===== src/rtl/adc_ovs_pkg.sv =====
package adc_ovs_pkg;
  parameter int SMP_W     = 12;
  parameter int RATIO_W   = 3;
  parameter int SHIFT_W   = 4;
  parameter int MAX_SHIFT = 8;
  parameter int RES_W     = 16;
  parameter int NPATH     = 2;
  // largest ratio is 2**(2**RATIO_W) samples
  localparam int CNT_W    = 2**RATIO_W;
  localparam int ACC_W    = SMP_W + CNT_W;
  localparam int MAX_CODE = 2**RATIO_W - 1;

  typedef struct packed {
    logic               reg_en;
    logic               inj_en;
    logic               trig_each;
    logic               resume;
    logic [RATIO_W-1:0] ratio;
    logic [SHIFT_W-1:0] shift;
  } ovs_cfg_t;

  typedef enum logic {RG_IDLE, RG_RUN} rg_state_e;
endpackage


===== src/rtl/ovs_cfg_reg.sv =====
module ovs_cfg_reg
  import adc_ovs_pkg::*;
(
  input  logic     clk,
  input  logic     rst_n,
  input  logic     we,
  input  logic     busy,
  input  ovs_cfg_t wdata,
  output ovs_cfg_t cfg_q
);
  ovs_cfg_t cfg_d;
  logic     cfg_ld;

  assign cfg_ld = we & ~busy;

  always_comb begin
    cfg_d = wdata;
    if (wdata.shift > SHIFT_W'(MAX_SHIFT)) cfg_d.shift = cfg_q.shift;
  end

  always_ff @(posedge clk or negedge rst_n) begin
    if (!rst_n)      cfg_q <= '0;
    else if (cfg_ld) cfg_q <= cfg_d;
  end

  assert_shift_legal_R2: assert property (@(posedge clk) disable iff (!rst_n)
    cfg_q.shift <= SHIFT_W'(MAX_SHIFT));

  assert_cfg_lock_R10: assert property (@(posedge clk) disable iff (!rst_n)
    busy |=> $stable(cfg_q));
endmodule


===== src/rtl/ovs_accum.sv =====
module ovs_accum
  import adc_ovs_pkg::*;
(
  input  logic               clk,
  input  logic               rst_n,
  input  logic               clr,
  input  logic               smp_en,
  input  logic [SMP_W-1:0]   smp,
  input  logic               ovs_en,
  input  logic [RATIO_W-1:0] ratio,
  input  logic [SHIFT_W-1:0] shift,
  output logic               done,
  output logic               res_vld,
  output logic [RES_W-1:0]   res
);
  logic [ACC_W-1:0] acc_q, acc_d, sum, shifted;
  logic [CNT_W-1:0] cnt_q, cnt_d, last;
  logic [RES_W-1:0] res_d;

  assign last    = {CNT_W{1'b1}} >> (RATIO_W'(MAX_CODE) - ratio);
  assign sum     = acc_q + ACC_W'(smp);
  assign shifted = sum >> shift;
  assign done    = smp_en & ~clr & (~ovs_en | (cnt_q == last));
  assign res_d   = ovs_en ? shifted[RES_W-1:0] : RES_W'(smp);

  always_comb begin
    acc_d = acc_q;
    cnt_d = cnt_q;
    if (clr || done) begin
      acc_d = '0;
      cnt_d = '0;
    end else if (smp_en) begin
      acc_d = sum;
      cnt_d = cnt_q + 1'b1;
    end
  end

  always_ff @(posedge clk or negedge rst_n) begin
    if (!rst_n) begin
      acc_q   <= '0;
      cnt_q   <= '0;
      res_vld <= 1'b0;
    end else begin
      acc_q   <= acc_d;
      cnt_q   <= cnt_d;
      res_vld <= done;
    end
  end

  always_ff @(posedge clk or negedge rst_n) begin
    if (!rst_n)    res <= '0;
    else if (done) res <= res_d;
  end

  assert_cnt_bound_R1: assert property (@(posedge clk) disable iff (!rst_n)
    cnt_q <= last);

  assert_passthru_R3: assert property (@(posedge clk) disable iff (!rst_n)
    smp_en && !ovs_en && !clr |=> res_vld && (res == RES_W'($past(smp))));

  assert_clr_empties_R8: assert property (@(posedge clk) disable iff (!rst_n)
    clr |=> (acc_q == '0) && (cnt_q == '0));
endmodule


===== src/rtl/adc_ovs_ctrl.sv =====
module adc_ovs_ctrl
  import adc_ovs_pkg::*;
(
  input  logic               clk,
  input  logic               rst_n,
  input  logic               cfg_we,
  input  logic               cfg_reg_en,
  input  logic               cfg_inj_en,
  input  logic [RATIO_W-1:0] cfg_ratio,
  input  logic [SHIFT_W-1:0] cfg_shift,
  input  logic               cfg_trig_each,
  input  logic               cfg_resume,
  input  logic               start_trig,
  input  logic               inj_active,
  output logic               conv_req,
  input  logic               smp_valid,
  input  logic [SMP_W-1:0]   smp_data,
  output logic               reg_res_valid,
  output logic [RES_W-1:0]   reg_res,
  output logic               inj_res_valid,
  output logic [RES_W-1:0]   inj_res,
  output logic               busy
);
  logic      [1:0] rst_sync_q;
  logic            rst_ni;
  ovs_cfg_t        wdata, cfg_q;
  rg_state_e       st_q, st_d;
  logic            armed_q, armed_d, reg_take;
  logic [NPATH-1:0] p_clr, p_en, p_ovs, p_done, p_vld;
  logic [RES_W-1:0] p_res [NPATH];

  // asynchronous assert, synchronous release
  always_ff @(posedge clk or negedge rst_n) begin
    if (!rst_n) rst_sync_q <= '0;
    else        rst_sync_q <= {rst_sync_q[0], 1'b1};
  end
  assign rst_ni = rst_sync_q[1];

  assign wdata = '{reg_en: cfg_reg_en, inj_en: cfg_inj_en, trig_each: cfg_trig_each,
                   resume: cfg_resume, ratio: cfg_ratio, shift: cfg_shift};

  ovs_cfg_reg u_cfg (
    .clk(clk), .rst_n(rst_ni), .we(cfg_we), .busy(busy), .wdata(wdata), .cfg_q(cfg_q)
  );

  assign busy     = (st_q == RG_RUN) | inj_active;
  assign conv_req = (st_q == RG_RUN) & ~inj_active & (armed_q | ~cfg_q.trig_each);
  assign reg_take = conv_req & smp_valid;

  always_comb begin
    st_d    = st_q;
    armed_d = armed_q;
    case (st_q)
      RG_IDLE: if (start_trig) begin
        st_d    = RG_RUN;
        armed_d = 1'b1;
      end
      default: begin
        if (p_done[0]) begin
          st_d    = RG_IDLE;
          armed_d = 1'b0;
        end else begin
          if (reg_take && cfg_q.trig_each) armed_d = 1'b0;
          if (start_trig)                  armed_d = 1'b1;
        end
      end
    endcase
  end

  always_ff @(posedge clk or negedge rst_ni) begin
    if (!rst_ni) begin
      st_q    <= RG_IDLE;
      armed_q <= 1'b0;
    end else begin
      st_q    <= st_d;
      armed_q <= armed_d;
    end
  end

  // path 0: regular, path 1: injected
  assign p_en[0]  = reg_take;
  assign p_clr[0] = inj_active & cfg_q.resume;
  assign p_ovs[0] = cfg_q.reg_en;
  assign p_en[1]  = inj_active & smp_valid;
  assign p_clr[1] = ~inj_active;
  assign p_ovs[1] = cfg_q.inj_en;

  for (genvar p = 0; p < NPATH; p++) begin : g_path
    ovs_accum u_acc (
      .clk(clk), .rst_n(rst_ni), .clr(p_clr[p]), .smp_en(p_en[p]), .smp(smp_data),
      .ovs_en(p_ovs[p]), .ratio(cfg_q.ratio), .shift(cfg_q.shift),
      .done(p_done[p]), .res_vld(p_vld[p]), .res(p_res[p])
    );
  end

  assign reg_res_valid = p_vld[0];
  assign reg_res       = p_res[0];
  assign inj_res_valid = p_vld[1];
  assign inj_res       = p_res[1];

  assert_req_hold_R6: assert property (@(posedge clk) disable iff (!rst_ni)
    conv_req && !smp_valid |=> conv_req || inj_active);

  assert_trig_each_R5: assert property (@(posedge clk) disable iff (!rst_ni)
    cfg_q.trig_each && reg_take && !start_trig |=> !conv_req);

  assert_inj_source_R9: assert property (@(posedge clk) disable iff (!rst_ni)
    inj_res_valid |-> $past(inj_active));
endmodule


===== config.mk =====
export PLATFORM = sky130hd
export DESIGN_NAME = adc_ovs_ctrl
export DESIGN_NICKNAME = d
export VERILOG_FILES = /design/src/rtl/adc_ovs_pkg.sv /design/src/rtl/ovs_cfg_reg.sv /design/src/rtl/ovs_accum.sv /design/src/rtl/adc_ovs_ctrl.sv
export SDC_FILE = /design/constraint.sdc
export NUM_CORES = 1
export LEC_CHECK = 0
export ABC_AREA = 1
export BUFFER_PORTS_ARGS = -buffer_cell sky130_fd_sc_hd__buf_2
export CORE_UTILIZATION = 50
export DETAILED_ROUTE_END_ITERATION = 10
export HOLD_SLACK_MARGIN = 0.06
export PLACE_DENSITY = 0.68
export SKIP_CTS_REPAIR_TIMING = 1
export SYNTH_ARGS = -nofsm -noshare
export SYNTH_HDL_FRONTEND = slang
export SYNTH_SLANG_ARGS = --single-unit

===== constraint.sdc =====
create_clock -name clk -period 3.25 [get_ports clk]
set_clock_uncertainty 0.05 [all_clocks]
set_input_delay 0.325 -clock clk [delete_from_list [all_inputs] [get_ports clk]]
set_output_delay 0.325 -clock clk [all_outputs]
set_load 0.01 [all_outputs]

==> metrics <==
outcome=finished, final reports clean; ys async rst share=100%; critical path class=reg2reg; Psw=4220 uW; Comb pwr share=60.4%; min Tclk post-route=2.68 ns; Net Sw Frac=52.4%; r2r startpoint=g_path[0].u_acc.acc_q[0]$_DFFE_PN0P_; I/O pin cnt=65; H-tree levels=3; vias per inst=approximately 5.7; final HPWL from detailed placement=21000 um; crit path max-delay cell type=fa_1; Max Freq=373 MHz; CP Capture Type=flip-flop; synth unique cells=45; Synth Warn #=0; post-route cell area=0.00918 mm^2; Post-Syn Instances=1331; DRC viols=0; Yosys reg bits=105; Die Height=131 um; Final Hold Vio Count=0; Sequential Power Share=25.4%; Row Count=46; largest net degree at the start of global routing=104; Hold WC Path Type=in2reg; DRT Wirelength=between 20000 and 30000 um; Clock Pin Slew Worst Setup and Hold Paths=0.08 ns; Reg-to-Reg End=g_path[0].u_acc.res[6]$_DFFE_PN0P_; RSZ-0062 raised after global routing=false; CTS tree=done; share of layout cells above drive strength 1=8.54%; full die area=0.0172 mm^2; crit share post-route=82.6%; Avg Cell Area, Syn=6.25 um^2; Hold Path Origin=cfg_ratio[2]; setup TNS=0 ns; CTS root buf=clkbuf_16; critical path's largest stage delay=approximately 0.42 ns; Area Overhead vs Synth=10.3%; Slew @ Worst Pin=0.766 ns; DRT antenna net count=0; Slew Viols, Final=0; first-pass GRT wire length=~43000 um; number of synthesized flops with an enable pin=0; Arrival @ worst endpoint=approximately 2.9 ns; number of max-cap violations=0; cts bufs inserted=9; GRT Overall Usage=between 30% and 40%; routed vias=just over 9000; ordered cell list for the critical path=ha_1 > inv_1 > fa_1 > nor2_1 > nand3_1 > nand3_1 > nand2_1 > nand2_1 > nand2_1 > nand2_1 > nand3_1 > nand3_1 > nand2_1 > nand3_1 > nand2_1 > nand2_1 > nand2_1; hold path cells=2; setup violators final=0; Max FO, Critical Path=4; core box area=0.0161 mm^2; net count after synthesis=1388; # diodes=0; global route total overflow=0; VDD IR max=0.376 mV; worst hold path endpoint=u_cfg.cfg_q[6]$_DFFE_PN0P_; placed cell area=0.00887 mm^2; PwrDens=between 800 and 900 mW/mm^2; max_slew headroom=between 40% and 50%; Initial Utilization=51.8%; width of the die=131 um; synthesized cell area=around 0.0083 mm^2; Leak=0.00493 uW; Clock power frac=14.3%; clk sinks=105; Int Pwr=3840 uW; 1st-iter DRT viols=746; Clk Latency, worst-skew pair=~0.38 ns; cell mode on critical path=nand2_1; Top FF cell, synth=dfrtp_1; WL/cell=approximately 18 um; Worst EP required=3.47 ns; Register-to-Register Setup Slack=roughly 0.57 ns; placer congestion estimate=a little under 1; first-pass detailed-route iteration total=5; initial antenna violation count=0; CTS Buffer Depth=2; vias in the first global route=approximately 8400; PortBufs=64; Nets=1433; r2r worst-path depth=17; critical path startpoint category=flip-flop; post-synthesis sequential area ratio=about a third
==> synthesized netlist by cell type, types with 3 or more instances <==
cell	instances	share of area, %
nand2_1	435	20
nand3_1	257	15
inv_1	141	6.4
dfrtp_1	105	32
nor2_1	93	4.2
a21oi_1	70	4.2
clkbuf_1	32	1.4
o21ai_0	32	1.9
ha_1	26	3.9
nor3_1	16	0.96
o21ai_1	16	0.96
nand4_1	15	1.1
xor2_1	14	1.5
buf_1	9	0.41
o22ai_1	7	0.53
nor4_1	6	0.45
a31oi_1	5	0.38
and2_1	4	0.30
buf_2	4	0.24
clkinv_1	4	0.18
o211ai_1	4	0.36
xnor2_1	4	0.42
inv_2	3	0.14
mux2_2	3	0.41
==> flip-flops by register name, summed over array words and instances (netlist names) <==
name / cells
armed_q: 1
rst_sync_q: 2
g_path.u_acc.res_vld: 2
g_path.u_acc.acc_q: 40
st_q: 1
g_path.u_acc.cnt_q: 16
g_path.u_acc.res: 32
u_cfg.cfg_q: 11
==> layout by cell type (no fill, tap or decap), types with 2 or more instances in the layout <==
cell         n
a21oi_1     70
a31oi_1      5
and2_1       4
buf_12       2
buf_2       64
buf_4       17
clkbuf_16    9
clkinv_1     4
clkinv_8     2
dfrtp_1    104
fa_1         2
ha_1        26
inv_1      141
inv_2        3
inv_6        3
mux2_2       3
nand2_1    435
nand2_2      2
nand3_1    257
nand4_1     15
nor2_1      93
nor3_1      16
nor3_2       2
nor4_1       6
o211ai_1     4
o21ai_0     32
o21ai_1     16
o22ai_1      7
xnor2_1      4
xor2_1      14
==> layer usage <==
layer  up-vias  GRT usage [%]  wire length, um
li1       4439              -                -
met5         -              0                0
met1      4223           41.8            11700
met3        91           5.78             1900
met4         0           19.4             1390
met2       353           55.8            13000
==> power groups by stage <==
stage               registers [uW]  clock network [uW]  logic, uW
CTS                           2040                1160       4790
global placement              2060                   0       4760
finish                        2040                1150       4860
floorplan                     2050                   0       3400
global route                  2090                1200       5450
detailed placement            2060                   0       4770
==> worst max-delay path by stage <==
stage | cells past startpoint | from | endpoint
2_1_floorplan | 0 | rst_sync_q[1]$_DFF_PN0_ | armed_q$_DFFE_PN0P_
3_3_place_gp | 18 | smp_data[0] | g_path[0].u_acc.res[6]$_DFFE_PN0P_
4_1_cts | 17 | g_path[0].u_acc.acc_q[0]$_DFFE_PN0P_ | g_path[0].u_acc.res[6]$_DFFE_PN0P_
6_report | 17 | g_path[0].u_acc.acc_q[0]$_DFFE_PN0P_ | g_path[0].u_acc.res[6]$_DFFE_PN0P_
3_5_place_dp | 18 | smp_data[0] | g_path[0].u_acc.res[6]$_DFFE_PN0P_
5_1_grt | 19 | g_path[1].u_acc.acc_q[0]$_DFFE_PN0P_ | g_path[1].u_acc.res[7]$_DFFE_PN0P_
==> area by class of cell <==
cell class                 count  area, um^2
tap                          216         270
sequential                   105        2630
multi-input combinational   1027        4920
timing repair buffer          84         498
fill                        1631        6880
clock buffer                   9         225
inverter                     149         562
clock inverter                 7        72.6
==> critical path: cells and delay by family (launching register included) <==
family	cells	cell delay [ns]
buf+inv	1	0.07
flops	1	0.36
fa+ha+maj	2	0.66
simple gates	14	1.43
==> kinds of logic (layout without fill, tap and decap cells) <==
logic type | count (synthesis) | in the layout | synth area share, %
AND/OR/NAND/NOR | 838 | 838 | 43.4
buffers and inverters | 199 | 249 | 9.35
AO/OA/AOI/OAI | 138 | 138 | 8.86
flip-flops | 105 | 105 | 31.6
adder cells (fa/ha/maj) | 28 | 28 | 4.39
XOR/XNOR | 18 | 18 | 1.89
multiplexers | 4 | 4 | 0.526
other | 1 | 1 | 0.0451
==> metrics by stage <==
stage | instances | hold slack, ns | power (uW) | setup WS [ns] | util (%)
finish | 1597 | 0.135 | 8060 | 0.567 | 57.1
detailed placement | 1580 | 0.0656 | 6830 | 0.493 | 55.2
global route | 1597 | 0.137 | 8730 | 0.335 | 57.1
floorplan | 1331 | -0.0206 | 5450 | 0.0585 | -
CTS | 1596 | -0.332 | 7990 | 0.613 | 57.1
global placement | 1580 | 0.0600 | 6820 | 0.538 | 55.2
(Power assumes the default switching activity.)
